[config.mk]
export PLATFORM = sky130hd
export DESIGN_NAME = dual_lane_delay
export DESIGN_NICKNAME = d
export VERILOG_FILES = /design/src/rtl/dly_pkg.sv /design/src/rtl/dly_ctrl_reg.sv /design/src/rtl/dly_tap_select.sv /design/src/rtl/dly_lane.sv /design/src/rtl/dual_lane_delay.sv
export SDC_FILE = /design/constraint.sdc
export NUM_CORES = 1
export LEC_CHECK = 0
export ABC_AREA = 0
export CAP_MARGIN = 25
export CORE_ASPECT_RATIO = 0.6
export CORE_MARGIN = 1.5
export CORE_UTILIZATION = 60
export DETAILED_ROUTE_END_ITERATION = 7
export GPL_TIMING_DRIVEN = 0
export PLACE_DENSITY = 0.86
export REMOVE_ABC_BUFFERS = 1
export SLEW_MARGIN = 25
export SYNTH_ARGS = -nofsm -noshare
export SYNTH_HDL_FRONTEND = slang
export SYNTH_SLANG_ARGS = --single-unit
[constraint.sdc]
create_clock -name clk -period 2.65 [get_ports clk]
set_input_delay 0.53 -clock clk [delete_from_list [all_inputs] [get_ports clk]]
set_output_delay 0.53 -clock clk [all_outputs]
set_load 0.01 [all_outputs]
[src/rtl/dly_pkg.sv]
// Shared constants and types for the dual-lane delay line.
// Assumes a 4-bit delay code; every derived size follows from it.
package dly_pkg;
    localparam int CODE_W    = 4;
    localparam int MAX_DELAY = (1 << CODE_W) + 2;      // 18 periods
    localparam int CHAIN_LEN = MAX_DELAY - 1;          // stages before output reg
    localparam int TAP_OFS   = 2;                      // code 0 taps stage 2
    localparam int SEL_W     = $clog2(CHAIN_LEN + 1);

    typedef logic [CODE_W-1:0] code_t;
    typedef logic [SEL_W-1:0]  sel_t;

    typedef struct packed {
        logic  pin_upper;
        code_t code;
    } ctrl_t;
endpackage

[src/rtl/dly_ctrl_reg.sv]
// Captures the delay code and pin-upper control on each rising edge.
// Assumes synchronous active-low reset; reset value is code 0, unpinned.
module dly_ctrl_reg
    import dly_pkg::*;
(
    input  logic  clk,
    input  logic  rst_n,
    input  code_t code_i,
    input  logic  pin_i,
    output ctrl_t ctrl_q
);
    // Register the control inputs so the tap muxes see stable values.
    always_ff @(posedge clk) begin
        if (!rst_n) begin
            ctrl_q <= '0;
        end else begin
            ctrl_q.code      <= code_i;
            ctrl_q.pin_upper <= pin_i;
        end
    end
endmodule

[src/rtl/dly_tap_select.sv]
// Turns the registered controls into a stage index for one lane.
// A pinnable lane selects the last chain stage when pinning is active.
module dly_tap_select
    import dly_pkg::*;
#(
    parameter bit PINNABLE = 1'b0
) (
    input  ctrl_t ctrl,
    output sel_t  sel
);
    generate
        if (PINNABLE) begin : g_pin
            // Pinned lane: full depth, otherwise follow the code.
            always_comb begin
                if (ctrl.pin_upper)
                    sel = sel_t'(CHAIN_LEN);
                else
                    sel = sel_t'(ctrl.code) + sel_t'(TAP_OFS);
            end
        end else begin : g_free
            // Free lane: always follow the code.
            always_comb sel = sel_t'(ctrl.code) + sel_t'(TAP_OFS);
        end
    endgenerate
endmodule

[src/rtl/dly_lane.sv]
// One lane: a shift chain of CHAIN_LEN registers, a tap mux over stages
// TAP_OFS..CHAIN_LEN, and an output register. Assumes sel is registered
// upstream and lies within that range.
module dly_lane
    import dly_pkg::*;
#(
    parameter int W = 4
) (
    input  logic         clk,
    input  logic         rst_n,
    input  logic [W-1:0] din,
    input  sel_t         sel,
    output logic [W-1:0] dout
);
    logic [W-1:0] stage [1:CHAIN_LEN];
    logic [W-1:0] tap;

    // Shift chain: stage 1 takes the input, each later stage its predecessor.
    always_ff @(posedge clk) begin
        if (!rst_n) begin
            for (int k = 1; k <= CHAIN_LEN; k++) stage[k] <= '0;
        end else begin
            stage[1] <= din;
            for (int k = 2; k <= CHAIN_LEN; k++) stage[k] <= stage[k-1];
        end
    end

    // Tap mux: choose the stage named by sel.
    always_comb begin
        tap = '0;
        for (int k = TAP_OFS; k <= CHAIN_LEN; k++)
            if (sel == sel_t'(k)) tap = stage[k];
    end

    // Output register: the final stage of delay.
    always_ff @(posedge clk) begin
        if (!rst_n) dout <= '0;
        else        dout <= tap;
    end

    // Checker state: edges since reset (saturating) and previous-reset flag.
    logic [2:0] run_cnt;
    logic       seen_edge;
    logic       rst_prev;
    always_ff @(posedge clk) begin
        seen_edge <= 1'b1;
        rst_prev  <= !rst_n;
        if (!rst_n)               run_cnt <= '0;
        else if (run_cnt != 3'd7) run_cnt <= run_cnt + 3'd1;
    end


    always @(posedge clk) begin
        if (seen_edge && rst_prev)
            r1_out_cleared_chk: assert (dout == '0);
    end


    r2_min_path_chk: assert property (@(posedge clk) disable iff (!rst_n)
        (run_cnt >= 3'd3 && $past(sel) == sel_t'(TAP_OFS)) |-> dout == $past(din, 3));
endmodule

[src/rtl/dual_lane_delay.sv]
// Top: splits the word into lanes, registers the controls, derives each
// lane's tap and instantiates the lanes. The highest lane can be pinned
// at full depth.
module dual_lane_delay
    import dly_pkg::*;
#(
    parameter int LANE_W  = 4,
    parameter int N_LANES = 2
) (
    input  logic                      clk,
    input  logic                      rst_n,
    input  logic [N_LANES*LANE_W-1:0] data_in,
    input  logic [CODE_W-1:0]         len_code,
    input  logic                      pin_upper,
    output logic [N_LANES*LANE_W-1:0] data_out
);
    localparam int TOP_LANE = N_LANES - 1;

    ctrl_t ctrl_q;
    sel_t  lane_sel [N_LANES];

    dly_ctrl_reg u_ctrl (
        .clk    (clk),
        .rst_n  (rst_n),
        .code_i (len_code),
        .pin_i  (pin_upper),
        .ctrl_q (ctrl_q)
    );

    generate
        for (genvar g = 0; g < N_LANES; g++) begin : g_lane
            dly_tap_select #(.PINNABLE(g == TOP_LANE)) u_sel (
                .ctrl (ctrl_q),
                .sel  (lane_sel[g])
            );
            dly_lane #(.W(LANE_W)) u_lane (
                .clk   (clk),
                .rst_n (rst_n),
                .din   (data_in[g*LANE_W +: LANE_W]),
                .sel   (lane_sel[g]),
                .dout  (data_out[g*LANE_W +: LANE_W])
            );
        end
    endgenerate


    r3_lanes_agree_chk: assert property (@(posedge clk) disable iff (!rst_n)
        !ctrl_q.pin_upper |-> lane_sel[TOP_LANE] == lane_sel[0]);


    r4_pinned_full_chk: assert property (@(posedge clk) disable iff (!rst_n)
        ctrl_q.pin_upper |-> lane_sel[TOP_LANE] == sel_t'(CHAIN_LEN));
endmodule

==> impl_metrics.env, run 1 <==
export IMPL_synth_common_cells="dfxtp_1, and2_1, nand2_1"
export IMPL_synth_seq_area_share_pct=53.0
export IMPL_status="complete, no violations"
export IMPL_yosys_warnings=0
export IMPL_worstSetupStartpointType="flop"
export IMPL_crit_cells=7
export IMPL_yosysMostFrequentCell="dfxtp_1"
export IMPL_fmax_mhz=390
export IMPL_r2r_slack_ps=80
export IMPL_fin_skew_ps=8.20
export IMPL_grt_util_met2_pct=38.9
export IMPL_cellLeakagePower_nw=2.52
export IMPL_insertion_delay_ps=420
export IMPL_antenna_found_initial=0
export IMPL_worst_pin_slew_ps=646
export IMPL_ioPinCount=23
export IMPL_crit_end="g_lane[1].u_lane.dout[2]"
export IMPL_syn2layout_area_growth_pct=17.7
export IMPL_r2r_end="g_lane[1].u_lane.dout[2]"
export IMPL_cp_data_required_time_ps=2940
export IMPL_vdd_ir_drop_max_v=0.000493
export IMPL_power_total_mw=4.95
export IMPL_die_area_sq_um=10000
export IMPL_avgViaCountPerCell=5.92
export IMPL_slew_headroom_pct=56.6
export IMPL_drc_errors=0
export IMPL_multi_input_area_sq_um=2560
export IMPL_dpl_cell_area_sq_um=5920
export IMPL_finalCriticalPeriod_ps=2570
export IMPL_p_per_area_nw_per_um2=747
export IMPL_gr_total_overflow=0
export IMPL_htree_levels=4
export IMPL_finalCritPeriodShare_pct=96.9
export IMPL_startpoint="u_ctrl.ctrl_q[1]"
export IMPL_r2r_start="u_ctrl.ctrl_q[1]"
export IMPL_cts_sinks=149
export IMPL_die_x_microns=128
export IMPL_grt_max_degree=99
export IMPL_routabilityCongestion=0.922
export IMPL_ys_flop_type="dfxtp_1"
export IMPL_dp_hpwl_microns=8130
export IMPL_cts_root_buf="clkbuf_16"
export IMPL_path_max_fanout=24
export IMPL_slowest_stage="dfxtp_4"
export IMPL_cp_cell_sequence="ha_4, xor2_4, nor2_1, a221oi_1, a31oi_1, a211oi_2, o22ai_2"
export IMPL_cts_buffers=17
export IMPL_ant_nets=0
export IMPL_critPathTopFamily="compound AO/OA/AOI/OAI gates"
export IMPL_ys_seq_elements=149
export IMPL_clockBufferDepth=2
export IMPL_grt_pass1_vias=3804
export IMPL_fillCellCount=651
export IMPL_grt_pass1_wl_microns=20200
export IMPL_rsz0062_at_grt="false"
export IMPL_routed_via_count=4271
export IMPL_path_buf_inv=0
export IMPL_hold_viol=0
export IMPL_die_h_microns=78.0
export IMPL_ys_types=60
export IMPL_design_area_sq_um=6630
export IMPL_synth_edf_count=0
export IMPL_hold_path_class="reg2reg"
export IMPL_track_usage_pct=26.9
export IMPL_synth_top_area_share_pct=53.0
export IMPL_num_rows=27
export IMPL_cts_tree="built"
export IMPL_worstSetupPathType="reg2reg"
export IMPL_reg2reg_depth=7
export IMPL_report_final_slew_viol_count=0
export IMPL_drive_above_1_share_pct=10.8
export IMPL_fin_util_pct=72.4
export IMPL_io_buffers=22
export IMPL_ys_async_sr_fraction_pct=0
export IMPL_core_sq_um=9160
export IMPL_antennaDiodeCount=0
export IMPL_clk_pin_slew_worst_paths_ps=60
export IMPL_end_kind="flop"
export IMPL_drtPass1Iterations=6
export IMPL_seqCellArea_sq_um=2990
export IMPL_start_util_pct=61.5
export IMPL_synthTopCellsByArea="dfxtp_1, and2_1, nand2_1"
export IMPL_setup_viol=0
export IMPL_crit_arrival_ps=2860
export IMPL_netlist_area_sq_um=5630
export IMPL_grt_use_met3_pct=8.93
export IMPL_max_stage_delay_ps=530
export IMPL_syn_avg_cell_area_sq_um=9.88
export IMPL_busiest_layer="met2"
export IMPL_finalNetCount=595
export IMPL_yosysTopAreaCell="dfxtp_1"
export IMPL_drv_cap=0
export IMPL_syn_inst=570
export IMPL_drt_iter0_markers=486
export IMPL_routed_wl_microns=13000
export IMPL_wl_per_cell_microns=17.9
export IMPL_gr_usage_met1_pct=38.2
export IMPL_holdBufCountCts=0
## cells in the final DEF, fill, tap and decap left out, drive strengths merged, types with 7 or more instances in the layout
cell / synthesis / routed
dfxtp: 149 / 149
and2: 143 / 143
nand2: 31 / 31
clkdlybuf4s50: 0 / 21
clkbuf: 23 / 20
nor2: 18 / 18
o21ai: 15 / 15
inv: 11 / 13
a211oi: 12 / 12
mux2i: 11 / 11
a21oi: 11 / 11
a31oi: 11 / 11
nand3: 10 / 10
o211ai: 8 / 8
nand2b: 7 / 7
o22ai: 7 / 7
## how the worst min path moves through the flow
stage | start | to | cells past startpoint | slack (ps)
final | g_lane[1].u_lane.stage[0][6] | g_lane[1].u_lane.stage[0][10] | 1 | 430
after global routing | g_lane[0].u_lane.stage[0][6] | g_lane[0].u_lane.stage[0][10] | 1 | 460
after CTS | g_lane[1].u_lane.stage[0][6] | g_lane[1].u_lane.stage[0][10] | 1 | 440
after detailed placement | g_lane[1].u_lane.stage[0][6] | g_lane[1].u_lane.stage[0][10] | 1 | 420
after global placement | g_lane[0].u_lane.stage[0][6] | g_lane[0].u_lane.stage[0][10] | 1 | 410
after floorplan | g_lane[0].u_lane.stage[0][6] | g_lane[0].u_lane.stage[0][10] | 1 | 410
## kinds of logic (layout without fill, tap and decap cells)
| kind of cell | count (synthesis) | in the layout | share of synthesized area (%) |
|---|---|---|---|
| AOI/OAI and AO/OA | 120 | 120 | 16.2 |
| xor gates and xnor gates | 2 | 2 | 0.311 |
| adders and majority gates | 1 | 1 | 0.222 |
| buffers and inverters | 48 | 70 | 3.51 |
| DFF | 149 | 149 | 53.0 |
| muxes | 14 | 14 | 2.75 |
| and+or+nand+nor | 236 | 236 | 24.0 |
## flip-flops by register name, summed over array words and instances, names as in the netlist
signal               flops
g_lane.u_lane.stage    136
u_ctrl.ctrl_q            5
g_lane.u_lane.dout       8
## worst reg2reg max path, delay by kind of cell, from the launching register on
kind	cells	cell delay (ps)
compound gates	4	1030
fa+ha+maj	1	380
xor+xnor	1	350
flops	1	530
simple gates	1	160
## cell type report
class,instances,share of cell area [%]
Multi-Input combinational cell,373,38.6
Clock buffer,20,6.74
Tap cell,130,2.45
Timing Repair Buffer,27,4.57
Clock inverter,12,1.92
Sequential cell,149,45.1
Inverter,11,0.623
## power by group
group | switching (mW) | internal (mW)
sequential | 0.0364 | 2.27
clock | 0.928 | 1.41
combinational | 0.180 | 0.129
## routing by layer
metal | up-vias | wire, microns
met5 | - | 0
met4 | 0 | 205
met3 | 27 | 1110
met2 | 199 | 5570
met1 | 2032 | 6070
li1 | 2013 | -
## per-stage QoR
stage	hold slack, ps	cells	TNS, ps	setup slack (ps)
6_report	435	722	0	83.2
3_3_place_gp	414	685	-207460	-2200
3_5_place_dp	423	687	-7430	-1050
5_1_grt	457	722	0	9.40
4_1_cts	440	719	0	29.0
2_1_floorplan	412	533	-893	-297
## what timing repair did
action	CTS	global route
pin swaps	0	2
endpoints found under the setup margin	8	7
gates resized for setup	12	9
buffers inserted	0	3
endpoints found under the hold margin	0	0
Note: power is estimated with default switching activity, not from simulation.
==> run 2, diff against run 1 <==
--- a/config.mk
+++ b/config.mk
@@ -9,10 +9,10 @@
 export CAP_MARGIN = 25
 export CORE_ASPECT_RATIO = 0.6
 export CORE_MARGIN = 1.5
-export CORE_UTILIZATION = 60
+export CORE_UTILIZATION = 38
 export DETAILED_ROUTE_END_ITERATION = 7
 export GPL_TIMING_DRIVEN = 0
-export PLACE_DENSITY = 0.86
+export PLACE_DENSITY_LB_ADDON = 0.15
 export REMOVE_ABC_BUFFERS = 1
 export SLEW_MARGIN = 25
 export SYNTH_ARGS = -nofsm -noshare
==> impl_metrics.env, run 2 (synthesis gave the netlist of run 1 again) <==
export IMPL_ioPinCount=23
export IMPL_report_final_slew_viol_count=0
export IMPL_cellLeakagePower_nw=2.55
export IMPL_io_buffers=22
export IMPL_slew_headroom_pct=58.1
export IMPL_mostFrequentLayoutCells="dfxtp_1, and2_1, nand2_1"
export IMPL_fin_skew_ps=9.10
export IMPL_dp_slack_ps=-1150
export IMPL_routed_wl_microns=13300
export IMPL_die_x_microns=160
export IMPL_drive_above_1_share_pct=11.3
export IMPL_drv_cap=0
export IMPL_htree_levels=4
export IMPL_power_total_mw=5.08
export IMPL_multi_input_area_sq_um=2560
export IMPL_final_common_cell="dfxtp_1"
export IMPL_worstSetupPathType="reg2reg"
export IMPL_cts_tree="built"
export IMPL_p_per_area_nw_per_um2=749
export IMPL_reg_top3="g_lane.u_lane.stage x136, g_lane.u_lane.dout x8, u_ctrl.ctrl_q x5"
export IMPL_status="complete, no violations"
export IMPL_seqCellArea_sq_um=2990
export IMPL_cts_root_buf="clkbuf_16"
export IMPL_path_max_fanout=24
export IMPL_crit_arrival_ps=2930
export IMPL_path_buf_inv=1
export IMPL_design_area_sq_um=6780
export IMPL_gr_usage_met1_pct=29.3
export IMPL_dpl_cell_area_sq_um=5980
export IMPL_end_kind="flop"
export IMPL_cts_buffers=17
export IMPL_worstSetupStartpointType="flop"
export IMPL_r2r_end="g_lane[0].u_lane.dout[0]"
export IMPL_gr_total_overflow=0
export IMPL_cp_data_required_time_ps=3010
export IMPL_drtPass1Iterations=5
export IMPL_holdBufCountCts=0
export IMPL_vdd_ir_drop_max_v=0.000410
export IMPL_hold_path_depth=1
export IMPL_grt_pass1_wl_microns=21600
export IMPL_critPathTopFamily="compound AO/OA/AOI/OAI gates"
export IMPL_busiest_layer="met1"
export IMPL_place_inst=754
export IMPL_ant_nets=0
export IMPL_largest_register="g_lane.u_lane.stage"
export IMPL_hold_start="g_lane[1].u_lane.stage[0][6]"
export IMPL_track_usage_pct=18.1
export IMPL_grt_util_met2_pct=22.4
export IMPL_start_util_pct=38.9
export IMPL_hold_path_class="reg2reg"
export IMPL_core_sq_um=14500
export IMPL_insertion_delay_ps=420
export IMPL_syn2layout_area_growth_pct=20.4
export IMPL_num_rows=34
export IMPL_r2r_slack_ps=80
export IMPL_holdWs_ps=430
export IMPL_cts_sinks=149
export IMPL_cp_cell_sequence="ha_4, buf_4, or2_1, a211o_1, o2bb2ai_1, o311ai_0, a31oi_1, o221a_1"
export IMPL_finalCritPeriodShare_pct=97.0
export IMPL_setup_ws_ps=78.6
export IMPL_clk_pin_slew_worst_paths_ps=60
export IMPL_hold_viol=0
export IMPL_worst_pin_slew_ps=627
export IMPL_antennaDiodeCount=0
export IMPL_die_area_sq_um=15600
export IMPL_finalCriticalPeriod_ps=2570
export IMPL_wl_per_cell_microns=16.9
export IMPL_drt_iter0_markers=337
export IMPL_grt_use_met3_pct=3.93
export IMPL_largest_reg_flops=136
export IMPL_fillCellCount=1371
export IMPL_drc_errors=0
export IMPL_slowest_stage="dfxtp_4"
export IMPL_r2r_start="u_ctrl.ctrl_q[1]"
export IMPL_grt_pass1_vias=3801
export IMPL_die_h_microns=97.3
export IMPL_rsz0062_at_grt="true"
export IMPL_min_to="g_lane[1].u_lane.stage[0][10]"
export IMPL_reg2reg_depth=8
export IMPL_max_stage_delay_ps=440
export IMPL_routed_via_count=4067
export IMPL_antenna_found_initial=0
export IMPL_clockBufferDepth=2
export IMPL_setup_viol=0
export IMPL_routabilityCongestion=0.823
export IMPL_finalNetCount=597
export IMPL_stdcell_count=792
export IMPL_fmax_mhz=389
export IMPL_avgViaCountPerCell=5.14
export IMPL_dp_hpwl_microns=8590
export IMPL_grt_max_degree=116
run 2: changes by cell type in the layout (fill, tap and decap cells not counted), moves of 2 or more:
cell,before,now
clkinv_4,0,4
clkinv_2,4,1
buf_12,0,2
buf_6,0,2
clkinvlp_4,4,2
run 2: worst max path at each step:
stage / start / endpoint / slack [ps] / cells past startpoint
detailed placement: u_ctrl.ctrl_q[1] / g_lane[0].u_lane.dout[3] / -1150 / 6
global placement: rst_n / g_lane[1].u_lane.dout[0] / -2510 / 6
global route: u_ctrl.ctrl_q[1] / g_lane[1].u_lane.dout[2] / -10 / 7
finish: u_ctrl.ctrl_q[1] / g_lane[0].u_lane.dout[0] / 80 / 8
floorplan: u_ctrl.ctrl_q[0] / g_lane[0].u_lane.dout[3] / -300 / 6
CTS: u_ctrl.ctrl_q[1] / g_lane[0].u_lane.dout[1] / 5 / 6
run 2: metrics by stage:
stage	setup TNS (ps)	util, %
after detailed placement	-8510	41.4
after CTS	0	46.4
after global routing	-17.7	46.9
after global placement	-247610	41.1
final	0	46.9
after floorplan	-893	-
run 2: routing by layer:
metal / part of all wire (%) / up-vias / wire length (microns)
li1: - / 2019 / -
met1: 55 / 1906 / 7270
met2: 38 / 122 / 5110
met3: 5.9 / 20 / 784
met4: 1.3 / 0 / 177
met5: 0 / - / 0
run 2: worst reg2reg max path, cell delays in order, from the launching register on:
cell and delay [ps]:
dfxtp_4 440, ha_4 300, buf_4 160, or2_1 270, a211o_1 360, o2bb2ai_1 220
o311ai_0 220, a31oi_1 330, o221a_1 230
run 2: layout make-up:
cell class,instances,share of cell area [%]
Inverter,11,0.609
Clock inverter,12,2.09
Timing Repair Buffer,29,4.76
Tap cell,198,3.65
Clock buffer,20,6.90
Sequential cell,149,44.1
Multi-Input combinational cell,373,37.8
run 2: power breakdown:
| group | internal [mW] | switching (mW) | total (mW) |
|---|---|---|---|
| registers | 2.27 | 0.0365 | 2.31 |
| clock network | 1.48 | 0.973 | 2.46 |
| logic | 0.129 | 0.187 | 0.317 |
| total | 3.88 | 1.20 | 5.08 |
run 2: what timing repair did:
item                       CTS  global route
setup endpoints to repair    8             7
pin swaps                    2             3
gates resized for setup     16             5
cloned                       0             0
setup buffers                2             4
==> run 3, diff against run 2 <==
--- a/config.mk
+++ b/config.mk
@@ -13,7 +13,6 @@
 export DETAILED_ROUTE_END_ITERATION = 7
 export GPL_TIMING_DRIVEN = 0
 export PLACE_DENSITY_LB_ADDON = 0.15
-export REMOVE_ABC_BUFFERS = 1
 export SLEW_MARGIN = 25
 export SYNTH_ARGS = -nofsm -noshare
 export SYNTH_HDL_FRONTEND = slang
==> impl_metrics.env, run 3 (synthesis gave the netlist of run 1 again) <==
export IMPL_htree_levels=4
export IMPL_r2r_slack_ps=100
export IMPL_critPathMostFrequentCell="clkbuf_4"
export IMPL_drive_above_1_share_pct=13.4
export IMPL_reg_top3="g_lane.u_lane.stage x136, g_lane.u_lane.dout x8, u_ctrl.ctrl_q x5"
export IMPL_cp_data_required_time_ps=2950
export IMPL_core_sq_um=14500
export IMPL_cellLeakagePower_nw=2.63
export IMPL_path_max_fanout=10
export IMPL_fmax_mhz=393
export IMPL_avgViaCountPerCell=5.25
export IMPL_drt_iter0_markers=488
export IMPL_insertion_delay_ps=420
export IMPL_dpl_cell_area_sq_um=6110
export IMPL_hold_start="g_lane[0].u_lane.stage[0][6]"
export IMPL_antenna_found_initial=0
export IMPL_track_usage_pct=20.7
export IMPL_drc_errors=0
export IMPL_rsz0062_at_grt="true"
export IMPL_vdd_ir_drop_max_v=0.000381
export IMPL_finalCriticalPeriod_ps=2550
export IMPL_worstSetupPathType="reg2reg"
export IMPL_cts_root_buf="clkbuf_16"
export IMPL_combPwrFrac_pct=7.1
export IMPL_end_kind="flop"
export IMPL_io_buffers=22
export IMPL_status="complete, no violations"
export IMPL_synth_fp_nets=586
export IMPL_dp_hpwl_microns=10900
export IMPL_sw_frac_of_total_pct=23.7
export IMPL_syn2layout_area_growth_pct=22.3
export IMPL_final_common_cell="dfxtp_1"
export IMPL_fin_skew_ps=7.19
export IMPL_setup_viol=0
export IMPL_largest_reg_flops=136
export IMPL_routed_via_count=4356
export IMPL_r2r_end="g_lane[0].u_lane.dout[3]"
export IMPL_die_h_microns=97.3
export IMPL_hold_path_class="reg2reg"
export IMPL_drtPass1Iterations=5
export IMPL_power_frac_clock_pct=47.9
export IMPL_crit_arrival_ps=2850
export IMPL_worst_pin_slew_ps=723
export IMPL_grt_max_degree=17
export IMPL_hold_viol=0
export IMPL_ioPinCount=23
export IMPL_slew_headroom_pct=51.8
export IMPL_max_stage_delay_ps=390
export IMPL_drv_cap=0
export IMPL_grt_pass1_vias=4058
export IMPL_mostFrequentLayoutCells="dfxtp_1, and2_1, nand2_1"
export IMPL_clockBufferDepth=2
export IMPL_p_switching_mw=1.21
export IMPL_r2r_start="u_ctrl.ctrl_q[2]"
export IMPL_report_final_slew_viol_count=0
export IMPL_num_rows=34
export IMPL_reg2reg_depth=9
export IMPL_cts_buffers=17
export IMPL_slowest_stage="dfxtp_4"
export IMPL_hold_path_depth=1
export IMPL_p_int_mw=3.88
export IMPL_dp_slack_ps=-403
export IMPL_ant_nets=0
export IMPL_wl_per_cell_microns=18.5
export IMPL_cts_tree="built"
export IMPL_worstSetupStartpointType="flop"
export IMPL_design_area_sq_um=6890
export IMPL_routed_wl_microns=15300
export IMPL_die_x_microns=160
export IMPL_grt_pass1_wl_microns=23900
export IMPL_cts_sinks=149
export IMPL_setup_ws_ps=104
export IMPL_gr_total_overflow=0
export IMPL_finalCritPeriodShare_pct=96.1
export IMPL_die_area_sq_um=15600
export IMPL_cp_cell_sequence="ha_1, clkbuf_4, inv_2, clkbuf_4, o211ai_1, buf_4, o21ai_0, a31oi_2, o311a_1"
export IMPL_finalNetCount=633
export IMPL_seq_power_share_pct=45.0
export IMPL_routabilityCongestion=0.882
export IMPL_p_per_area_nw_per_um2=739
export IMPL_start_util_pct=38.9
export IMPL_largest_register="g_lane.u_lane.stage"
export IMPL_min_to="g_lane[0].u_lane.stage[0][10]"
export IMPL_clk_pin_slew_worst_paths_ps=60
run 3: cell types whose count changed in the layout (fill, tap and decap cells not counted), sizes merged:
cell           delta
buf              +10
bufinv            +1
clkbuf           +24
clkdlybuf4s50     +1
diode             +2
inv               -1
run 3: through the flow:
stage               hold slack [ps]  TNS, ps  power (mW)  cells  utilization [%]
floorplan                       412        0        2.53    570                -
global placement                416    -1280        2.66    790             42.2
detailed placement              422    -1650        2.67    790             42.2
CTS                             436        0        5.10    821             46.5
global route                    452    -37.6        5.26    827             47.6
finish                          432        0        5.09    829             47.6
run 3: worst max-delay path: cells and delay by family (launching register included):
family | cells | cell delay (ps)
adders and majority gates | 1 | 320
AOI/OAI and AO/OA | 4 | 920
DFF | 1 | 390
buffers and inverters | 4 | 800
run 3: how the worst max path moves through the flow:
stage / start / to / slack [ps] / cells after the start
after CTS: u_ctrl.ctrl_q[2] / g_lane[0].u_lane.dout[1] / 10 / 8
final: u_ctrl.ctrl_q[2] / g_lane[0].u_lane.dout[3] / 100 / 9
after detailed placement: u_ctrl.ctrl_q[2] / g_lane[1].u_lane.dout[2] / -400 / 9
after floorplan: u_ctrl.ctrl_q[2] / g_lane[1].u_lane.dout[2] / 450 / 9
after global routing: u_ctrl.ctrl_q[2] / g_lane[1].u_lane.dout[0] / -40 / 9
after global placement: u_ctrl.ctrl_q[2] / g_lane[1].u_lane.dout[2] / -340 / 9
run 3: cell type report:
cell class / count / area (sq um)
Antenna cell: 2 / 5.00
Fill cell: 1415 / 7570
Inverter: 11 / 41.3
Sequential cell: 149 / 2990
Multi-Input combinational cell: 373 / 2570
Tap cell: 198 / 248
Buffer: 35 / 166
Timing Repair Buffer: 30 / 280
Clock inverter: 12 / 155
Clock buffer: 19 / 433
run 3: what timing repair did:
action | 4_1_cts | 5_1_grt
pin swaps | 1 | 6
setup endpoints to repair | 7 | 8
resized for setup | 11 | 23
hold buffers | 0 | 0
buffers inserted | 0 | 8
endpoints found under the hold margin | 0 | 0
run 3: metal layers:
metal	GRT usage (%)	vias to the layer above	share of wire (%)
li1	-	2084	-
met1	31.7	2070	52
met2	27.3	175	39
met3	5.55	27	7.7
met4	7.33	0	1.5
met5	0	-	0
run 3: power by group through the flow:
stage | clock (mW) | combinational, mW | sequential, mW
final | 2.44 | 0.362 | 2.29
after detailed placement | 0 | 0.330 | 2.34
after CTS | 2.48 | 0.338 | 2.29
after global placement | 0 | 0.328 | 2.34
after global routing | 2.57 | 0.390 | 2.29
after floorplan | 0 | 0.196 | 2.33
